$ cat src/rtl/adc_seq_pkg.sv
package adc_seq_pkg;
    typedef enum logic [2:0] {
        ST_IDLE,
        ST_SETUP,
        ST_OPEN,
        ST_SAMPLE,
        ST_CONV,
        ST_HOLD
    } seq_state_e;
endpackage

$ cat src/rtl/adc_tick_div.sv
module adc_tick_div #(
    parameter int DIVW = 8
) (
    input  logic            clk,
    input  logic            rst_n,
    input  logic            run,
    input  logic [DIVW-1:0] clkdiv,
    output logic            tick
);
    logic [DIVW-1:0] cnt;

    assign tick = run && (cnt == clkdiv);

    always_ff @(posedge clk) begin
        if (!rst_n)             cnt <= '0;
        else if (!run || tick)  cnt <= '0;
        else                    cnt <= cnt + 1'b1;
    end

    // a timed phase run always begins on a fresh tick phase
    p_phase_align_r3: assert property (@(posedge clk) disable iff (!rst_n)
        $rose(run) |-> (cnt == '0));
endmodule

$ cat src/rtl/adc_chan_pick.sv
module adc_chan_pick #(
    parameter int NCH = 8,
    parameter int CW  = 3
) (
    input  logic [NCH-1:0] mask,
    input  logic [CW-1:0]  cur,
    output logic [CW-1:0]  first,
    output logic [CW-1:0]  nxt,
    output logic           has_next,
    output logic           any
);
    always_comb begin
        first    = '0;
        nxt      = '0;
        has_next = 1'b0;
        any      = 1'b0;
        for (int i = NCH - 1; i >= 0; i--) begin
            if (mask[i]) begin
                first = CW'(i);
                any   = 1'b1;
                if (i > int'(cur)) begin
                    nxt      = CW'(i);
                    has_next = 1'b1;
                end
            end
        end
    end
endmodule

$ cat src/rtl/adc_avg_acc.sv
module adc_avg_acc #(
    parameter int DW     = 12,
    parameter int MAXAVG = 4,
    parameter int AVGW   = 3
) (
    input  logic            clk,
    input  logic            rst_n,
    input  logic            add,
    input  logic            clear,
    input  logic [DW-1:0]   din,
    input  logic [AVGW-1:0] shift,
    output logic [DW-1:0]   result
);
    localparam int AW = DW + MAXAVG;

    logic [AW-1:0] sum;
    logic [AW-1:0] total;

    assign total  = sum + AW'(din);
    assign result = DW'(total >> shift);

    always_ff @(posedge clk) begin
        if (!rst_n || clear) sum <= '0;
        else if (add)        sum <= total;
    end
endmodule

$ cat src/rtl/adc_step_seq.sv
module adc_step_seq
    import adc_seq_pkg::*;
#(
    parameter int NCH    = 8,
    parameter int DW     = 12,
    parameter int DIVW   = 8,
    parameter int DLYW   = 8,
    parameter int AVGW   = 3,
    parameter int MAXAVG = 4,
    parameter int IDW    = 4
) (
    input  logic            clk,
    input  logic            rst_n,
    input  logic            enable,
    input  logic            continuous,
    input  logic [NCH-1:0]  chan_mask,
    input  logic [DIVW-1:0] clkdiv,
    input  logic [DLYW-1:0] open_dly,
    input  logic [DLYW-1:0] samp_dly,
    input  logic [AVGW-1:0] avg_sel,
    output logic            conv_soc,
    input  logic            conv_eoc,
    input  logic [DW-1:0]   conv_data,
    output logic            res_valid,
    output logic [DW-1:0]   res_data,
    output logic [IDW-1:0]  res_chan
);
    localparam int CW  = (NCH > 1) ? $clog2(NCH) : 1;
    localparam int CCW = MAXAVG + 1;

    seq_state_e      state, st_n;
    logic [CW-1:0]   chan, chan_n;
    logic [DLYW-1:0] ph_cnt, ph_n;
    logic [CCW-1:0]  conv_cnt, conv_n;

    logic            run, tick;
    logic [CW-1:0]   first, nxt;
    logic            has_next, any;
    logic [AVGW-1:0] avg_n;
    logic            conv_last, eoc_take, acc_add, acc_clr, soc_set;
    logic [DLYW:0]   ph_inc;
    logic [DLYW-1:0] samp_len;
    logic            open_done, samp_done;
    logic [DW-1:0]   acc_res;

    assign run       = (state == ST_SETUP) || (state == ST_OPEN) || (state == ST_SAMPLE);
    assign avg_n     = (avg_sel > AVGW'(MAXAVG)) ? AVGW'(MAXAVG) : avg_sel;
    assign conv_last = (conv_cnt == ((CCW'(1) << avg_n) - CCW'(1)));
    assign eoc_take  = (state == ST_CONV) && conv_eoc;
    assign acc_add   = eoc_take && !conv_last;
    assign acc_clr   = eoc_take && conv_last;
    assign ph_inc    = {1'b0, ph_cnt} + 1'b1;
    assign samp_len  = (samp_dly == '0) ? DLYW'(1) : samp_dly;
    assign open_done = (ph_inc == {1'b0, open_dly});
    assign samp_done = (ph_inc == {1'b0, samp_len});
    assign soc_set   = (state == ST_SAMPLE) && tick && samp_done;

    adc_tick_div #(.DIVW(DIVW)) u_div (
        .clk(clk), .rst_n(rst_n), .run(run), .clkdiv(clkdiv), .tick(tick)
    );

    adc_chan_pick #(.NCH(NCH), .CW(CW)) u_pick (
        .mask(chan_mask), .cur(chan), .first(first), .nxt(nxt),
        .has_next(has_next), .any(any)
    );

    adc_avg_acc #(.DW(DW), .MAXAVG(MAXAVG), .AVGW(AVGW)) u_acc (
        .clk(clk), .rst_n(rst_n), .add(acc_add), .clear(acc_clr),
        .din(conv_data), .shift(avg_n), .result(acc_res)
    );

    // Next-state decisions
    always_comb begin
        st_n   = state;
        chan_n = chan;
        ph_n   = ph_cnt;
        conv_n = conv_cnt;
        unique case (state)
            ST_IDLE: begin
                if (enable && any) begin
                    st_n   = ST_SETUP;
                    chan_n = first;
                    ph_n   = '0;
                    conv_n = '0;
                end
            end
            ST_SETUP: begin
                if (tick) begin
                    ph_n = '0;
                    st_n = (open_dly == '0) ? ST_SAMPLE : ST_OPEN;
                end
            end
            ST_OPEN: begin
                if (tick) begin
                    if (open_done) begin
                        ph_n = '0;
                        st_n = ST_SAMPLE;
                    end else begin
                        ph_n = ph_inc[DLYW-1:0];
                    end
                end
            end
            ST_SAMPLE: begin
                if (tick) begin
                    if (samp_done) begin
                        ph_n = '0;
                        st_n = ST_CONV;
                    end else begin
                        ph_n = ph_inc[DLYW-1:0];
                    end
                end
            end
            ST_CONV: begin
                if (conv_eoc) begin
                    if (!conv_last) begin
                        conv_n = conv_cnt + 1'b1;
                        st_n   = ST_SETUP;
                    end else begin
                        conv_n = '0;
                        if (!enable) begin
                            st_n = ST_IDLE;
                        end else if (has_next) begin
                            chan_n = nxt;
                            st_n   = ST_SETUP;
                        end else if (continuous && any) begin
                            chan_n = first;
                            st_n   = ST_SETUP;
                        end else if (continuous) begin
                            st_n = ST_IDLE;
                        end else begin
                            st_n = ST_HOLD;
                        end
                    end
                end
            end
            ST_HOLD: begin
                if (!enable) st_n = ST_IDLE;
            end
            default: st_n = ST_IDLE;
        endcase
    end

    // State register
    always_ff @(posedge clk) begin
        if (!rst_n) begin
            state    <= ST_IDLE;
            chan     <= '0;
            ph_cnt   <= '0;
            conv_cnt <= '0;
        end else begin
            state    <= st_n;
            chan     <= chan_n;
            ph_cnt   <= ph_n;
            conv_cnt <= conv_n;
        end
    end

    // Outputs
    always_ff @(posedge clk) begin
        if (!rst_n) begin
            conv_soc  <= 1'b0;
            res_valid <= 1'b0;
            res_data  <= '0;
            res_chan  <= '0;
        end else begin
            conv_soc  <= soc_set;
            res_valid <= acc_clr;
            if (acc_clr) begin
                res_data <= acc_res;
                res_chan <= IDW'(chan);
            end
        end
    end

    p_soc_pulse_r2: assert property (@(posedge clk) disable iff (!rst_n)
        conv_soc |=> !conv_soc);

    p_valid_pulse_r6: assert property (@(posedge clk) disable iff (!rst_n)
        res_valid |=> !res_valid);

    p_valid_from_conv_r11: assert property (@(posedge clk) disable iff (!rst_n)
        res_valid |-> $past(state == ST_CONV));

    p_hold_stays_r8: assert property (@(posedge clk) disable iff (!rst_n)
        (state == ST_HOLD && enable) |=> (state == ST_HOLD));

    p_disable_idle_r9: assert property (@(posedge clk) disable iff (!rst_n)
        (state == ST_IDLE && !enable) |=> (state == ST_IDLE && !conv_soc));

    p_empty_idle_r10: assert property (@(posedge clk) disable iff (!rst_n)
        (state == ST_IDLE && chan_mask == '0) |=> (state == ST_IDLE));
endmodule

$ cat config.mk
export PLATFORM = sky130hd
export DESIGN_NAME = adc_step_seq
export DESIGN_NICKNAME = d
export VERILOG_FILES = /design/src/rtl/adc_seq_pkg.sv /design/src/rtl/adc_tick_div.sv /design/src/rtl/adc_chan_pick.sv /design/src/rtl/adc_avg_acc.sv /design/src/rtl/adc_step_seq.sv
export SDC_FILE = /design/constraint.sdc
export NUM_CORES = 1
export LEC_CHECK = 0
export BUFFER_PORTS_ARGS = -buffer_cell sky130_fd_sc_hd__buf_2
export CORE_ASPECT_RATIO = 2
export CORE_UTILIZATION = 42
export CTS_CLUSTER_SIZE = 30
export DETAILED_ROUTE_END_ITERATION = 6
export MAX_ROUTING_LAYER = met4
export PLACE_DENSITY = 0.64
export SLEW_MARGIN = 40
export SYNTH_ARGS = -nofsm -noshare
export SYNTH_HDL_FRONTEND = slang
export SYNTH_SLANG_ARGS = --single-unit
$ cat constraint.sdc
create_clock -name clk -period 8.71 [get_ports clk]
set_clock_uncertainty 0.05 [all_clocks]
set_input_delay 1.742 -clock clk [delete_from_list [all_inputs] [get_ports clk]]
set_output_delay 1.742 -clock clk [all_outputs]
set_load 0.01 [all_outputs]
## Word-level counts from Yosys, hierarchy flattened

Index checks and enable logic that the tools add are counted.

| word-level totals | value |
|---|---|
| output and inout bits | 18 |
| register bits | 60 |
| logic and storage cells | 150 |

| operators by class | value |
|---|---|
| reductions and logical operators | 25 |
| bitwise logic cells | 1 |
| equal/unequal tests | 20 |
| add/subtract/negate cells | 5 |
| order comparisons | 8 |
| shifts and indexed selects | 2 |
| muxes and demuxes | 79 |

Operators with widths:

| operator | number |
|---|---|
| 3-bit 2-to-1 mux | 42 |
| 8-bit 2-to-1 mux | 7 |
| 8-bit one-hot mux with 4 select lines | 1 |
| 1-bit 2-to-1 mux | 23 |
| 2-bit inequality test (second input constant) | 10 |
| 9-bit by 8-bit == test with 1-bit output | 2 |
| 3-bit one-hot mux with 6 select lines | 1 |
| 16-bit by 12-bit adder with 16-bit output | 1 |
| 8-bit zero test | 2 |
| 16-bit by 3-bit right shift with 12-bit output | 1 |
| 5-bit 2-to-1 mux | 3 |
| 3-bit > comparator (first input constant) | 4 |
| 5-bit one-hot mux with 2 select lines | 1 |
| 8-bit by 1-bit adder with 9-bit output (second input constant) | 1 |
| 8-bit by 1-bit adder with 8-bit output (second input constant) | 1 |
| 8-bit == test | 1 |
| 1-bit logical AND | 8 |
| 8-bit AND reduction | 1 |
| 3-bit by 2-bit == test with 1-bit output (second input constant) | 2 |
| 3-bit == test (second input constant) | 2 |
| 2-bit by 3-bit > comparator with 1-bit output (first input constant) | 2 |
| 3-bit one-hot mux with 2 select lines | 1 |
| 6-bit AND reduction | 1 |
| 5-bit by 1-bit adder with 5-bit output (second input constant) | 1 |
| other kinds (16) | 21 |

## Depth between registers and ports, before layout

| logic depth | value |
|---|---|
| depth after elaboration | 20 |
| depth in mapped cells | 11 |
| depth with buffers taken out | 10 |

## By module

A second synthesis with hierarchy kept.

| second synthesis, totals | value |
|---|---|
| cells, all modules | 617 |
| area, all modules | 5042.3 sq um |

By module, submodules not included:

| module | seq. area each (sq um) | cells each | area each (sq um) | times used |
|---|---|---|---|---|
| adc_step_seq | 720.7 | 277 | 2273.4 | 1 |
| adc_avg_acc | 320.3 | 250 | 2011.9 | 1 |
| adc_tick_div | 160.2 | 45 | 466.7 | 1 |
| adc_chan_pick | 0.0 | 45 | 290.3 | 1 |

## Worst setup path before layout

OpenSTA, ideal clock, no wires.

| timing | value |
|---|---|
| path type | in2reg |
| from | input conv_data[0] |
| to | register res_data[10] |
| stages | 10 |
| arrival | 3917 ps |
| data required time | 8538 ps |
| path slack | 4622 ps |
| cell sequence | ha_1 -> inv_1 -> fa_1 -> nor2b_1 -> o31a_1 -> a21oi_1 -> a31oi_1 -> xor2_1 -> a211o_1 -> o32a_1 |

| between the ends | value |
|---|---|
| cells in the longest elaborated chain, start to end | 2 |

RTL lines:

| element | line | text |
|---|---|---|
| start, declared | adc_step_seq.sv:23 | `input logic [DW-1:0] conv_data,` |
| 16-bit by 12-bit adder with 16-bit output | adc_avg_acc.sv:19 | `assign total = sum + AW'(din);` |
| 16-bit by 3-bit right shift with 12-bit output | adc_avg_acc.sv:20 | `assign result = DW'(total >> shift);` |
| end signal, assigned | adc_step_seq.sv:169 | `res_data <= acc_res;` |
| end, declared | adc_step_seq.sv:25 | `output logic [DW-1:0] res_data,` |

No other way between the ends.
A chain may end at the register's enable or synchronous reset.

## Final worst setup path

| timing | value |
|---|---|
| from | input avg_sel[1] |
| to | register res_data[6] |

| between the ends | value |
|---|---|
| cells in the longest elaborated chain, start to end | 6 |
| elaborated cells on any way between the ends | 7 |
| those cells by class | 1 x add/sub; 1 x order compare; 1 x eq/ne; 2 x shift; 1 x mux; 1 x reduce/logical |

RTL lines:

| element | line | text |
|---|---|---|
| start, declared | adc_step_seq.sv:20 | `input logic [AVGW-1:0] avg_sel,` |
| 3-bit > comparator | adc_step_seq.sv:47 | `assign avg_n = (avg_sel > AVGW'(MAXAVG)) ? AVGW'(MAXAVG) : avg_sel;` |
| 3-bit 2-to-1 mux (*) | adc_step_seq.sv:47 |  |
| 1-bit by 3-bit << shifter with 5-bit output | adc_step_seq.sv:48 | `assign conv_last = (conv_cnt == ((CCW'(1) << avg_n) - CCW'(1)));` |
| 5-bit by 1-bit subtractor with 5-bit output | adc_step_seq.sv:48 |  |
| 5-bit == test | adc_step_seq.sv:48 |  |
| 1-bit logical AND | adc_step_seq.sv:51 | `assign acc_clr = eoc_take && conv_last;` |

Every way passes the cells marked *; elsewhere a longest branch is shown, timed or not.

==> impl_metrics.toml <==
[sta]
finalMaxSlewViolations = 0
finalHoldViolations = 0
post-route-min-period_ns = 4.274
maxSlewHeadroom_pct = 46.23
fin_setup_tns_ns = 0
hold_ws_ns = 0.4123
tightest_slew_ns = 0.8008
rsz0062_at_grt = "no"
period_share_pct = 49.07
fmax_mhz = 234.0
finalSetupViolCount = 0

[setup_path]
r2r_end = "state[2]"
cp_slowest_stage_delay_ns = 0.73
crit_start = "avg_sel[1]"
cp-start-kind = "input port"
arrival_ns = 4.50
rrSetupSlack_ns = 5.21
r2r_cells = 7
critPathKind = "input port to flop"
r2r-start = "ph_cnt[0]"
path_cells = "buf_2, or4_4, a2111oi_4, nand4_1, or4_1, o41ai_1, or3b_1"
worstPathRequired_ns = 8.94
crit_slowest_cell = "a2111oi_4"
endpoint_kind = "flop"
critical_path.max_fanout = 23

[synthesis]
syn_inst = 601
synth-seq-cells = 60
avgSynthCellArea_sq_um = 7.632
ys_seq_area_share_pct = 26.19
synth-edff-count = 0
synthFlopType = "dfxtp_1"
synth_area_sq_um = 4587
synth.distinct_cells = 73
async_reset_ff_share_pct = 0
synthesis.nets = 669
synth-warning-count = 0

[clock_tree]
clk_pin_slew_ns = 0.06
cts_resized = 0
cts_buffer_depth = 2
clkLatencyLatePin_ns = 0.33
ctsHoldBuffers = 0
root_buffer = "clkbuf_16"
post_cts_buffers = 0
cts_sinks = 60
cts_inserted_buffers = 9
ctsHtreeMaxLevel = 3
cts_tree = "done"

[detailed_routing]
drt_pass1_iterations = 6
wire_per_inst_um = 16.58
num_vias = 4694
drcViolationCount = 0
drt_iter0_markers = 249
wirelength_um = 13110
ant_nets = 0
routed_via_density = 5.934

[layout]
seq_area_sq_um = 1201
multi_input_area_sq_um = 3177
layout.nets = 717
fillers = 1046
syn2layout_area_growth_pct = 16.01
final_cells = 791
antenna_cells = 0
drive_gt1_share_pct = 15.60
utilization_pct = 50.47

[floorplanning]
ioPinCount = 70
die_height_um = 149.8
rows = 53
die-area_sq_um = 11370
start_util_pct = 43.50
die_w_um = 75.90
coreArea_sq_um = 10540

[run_status]
outcome = "complete, no violations"

[grt]
grt_max_degree = 42
first_global_vias = 4600
grt_overflow = 0
track_usage_pct = 25.19
grt_pass1_wl_um = 21290
grt_antenna_before_repair = 0

[power]
ir_worst_vdd_mv = 0.09864
p_leak_nw = 2.194
p_per_area_nw_per_um2 = 147.0
total_power_uw = 782.5

[min_path]
hold_class = "flop to flop"
worstHoldEndpoint = "u_acc.sum[5]"
min_from = "u_acc.sum[5]"
hold_depth = 2

[place]
io_buffer_count = 68
dp.cells = 775
post-dp-hpwl_um = 10130
gp_congestion = 0.9339

[flow_run]
max-cap-violations = 0
[final cells by class]
cell class	count	share of cell area, %
Sequential cell	60	22.57
Clock inverter	6	2.116
Timing Repair Buffer	69	6.537
Inverter	22	1.552
Tap cell	137	3.221
Clock buffer	10	4.303
Multi-Input combinational cell	487	59.70
[Yosys cell counts (all sizes together), types with 6 or more instances]
library cell / count / share of area, %
a21boi: 7 / 1.1
xnor2: 21 / 4.0
dfxtp: 60 / 26
nand2: 63 / 5.2
clkbuf: 25 / 2.0
a211oi: 8 / 1.3
nand4: 6 / 0.82
nor3: 7 / 0.76
o211ai: 10 / 1.6
o21ai: 38 / 4.1
nor4: 11 / 1.5
or2: 6 / 0.82
nor2b: 16 / 2.2
and3: 9 / 1.2
nand2b: 11 / 1.5
a21oi: 37 / 4.1
inv: 22 / 1.8
nor2: 60 / 4.9
a22oi: 9 / 1.5
and2: 9 / 1.2
buf: 7 / 0.95
xor2: 28 / 5.3
nand3: 17 / 1.9
ha: 15 / 4.1
a21o: 6 / 0.98
[cell usage in the layout, fill, tap and decap left out, types with 5 or more instances in the layout]
cell       instances
nand2b_1          11
nand3_1           17
a211oi_1           8
o211ai_1          10
nand2_1           63
nor2b_1           16
xnor2_1           21
o21ai_0           38
nor4_1            11
and3_1             9
buf_2             68
or2_2              6
a21oi_1           35
a311o_1            5
clkbuf_16          9
and2_1             9
dfxtp_1           60
a22o_1             5
nor2_1            59
ha_1              15
nor3_1             6
a21o_1             6
a22oi_1            9
nand4_1            6
xor2_1            28
o21a_1             5
inv_1             22
[layer usage]
layer,vias up,global-route usage [%],share of wire [%]
li1,2290,-,-
met1,2214,23.80,36
met2,136,43.85,54
met3,54,4.916,3.5
met4,0,17.13,6.4
met5,-,-,0
[worst max path at each step]
stage	endpoint	slack [ns]
after global routing	res_data[6]	4.23
after floorplan	res_data[10]	4.62
after detailed placement	res_data[6]	4.15
after global placement	res_data[6]	4.20
final	res_data[6]	4.44
after CTS	res_data[10]	4.49
[kinds of logic (layout without fill, tap and decap cells)]
| logic type | after synthesis | count (layout) | share of synthesized area [%] |
|---|---|---|---|
| DFF | 60 | 60 | 26.19 |
| xor gates and xnor gates | 49 | 49 | 9.356 |
| other | 1 | 1 | 0.08175 |
| buffers and inverters | 54 | 107 | 4.801 |
| AOI/OAI and AO/OA | 182 | 182 | 28.26 |
| and+or+nand+nor | 233 | 233 | 25.40 |
| muxes | 6 | 6 | 1.391 |
| adders and majority gates | 16 | 16 | 4.528 |
[power by group]
part,switching [mW],internal (mW),total (mW)
combinational,0.0544,0.0360,0.0904
sequential,0.00316,0.276,0.279
clock,0.133,0.280,0.413
total,0.190,0.592,0.782
[worst max-delay path: cells and delay by family]
kind | cells | cell delay (ns)
AOI/OAI and AO/OA | 2 | 0.81
and+or+nand+nor | 4 | 1.71
buffers and inverters | 1 | 0.23
[sequential cells by signal, indices dropped and copies added, names as in the netlist]
signal     flops
conv_cnt       5
ph_cnt         8
u_acc.sum     16
state          3
res_chan       3
res_valid      1
conv_soc       1
chan           3
res_data      12
u_div.cnt      8
[stage by stage]
step           cell area [sq um]  setup WS, ns
3_3_place_gp                4969         4.200
2_1_floorplan               4587         4.622
5_1_grt                     5321         4.228
3_5_place_dp                4972         4.155
6_report                    5321         4.436
4_1_cts                     5314         4.491
(Power assumes the default switching activity.)
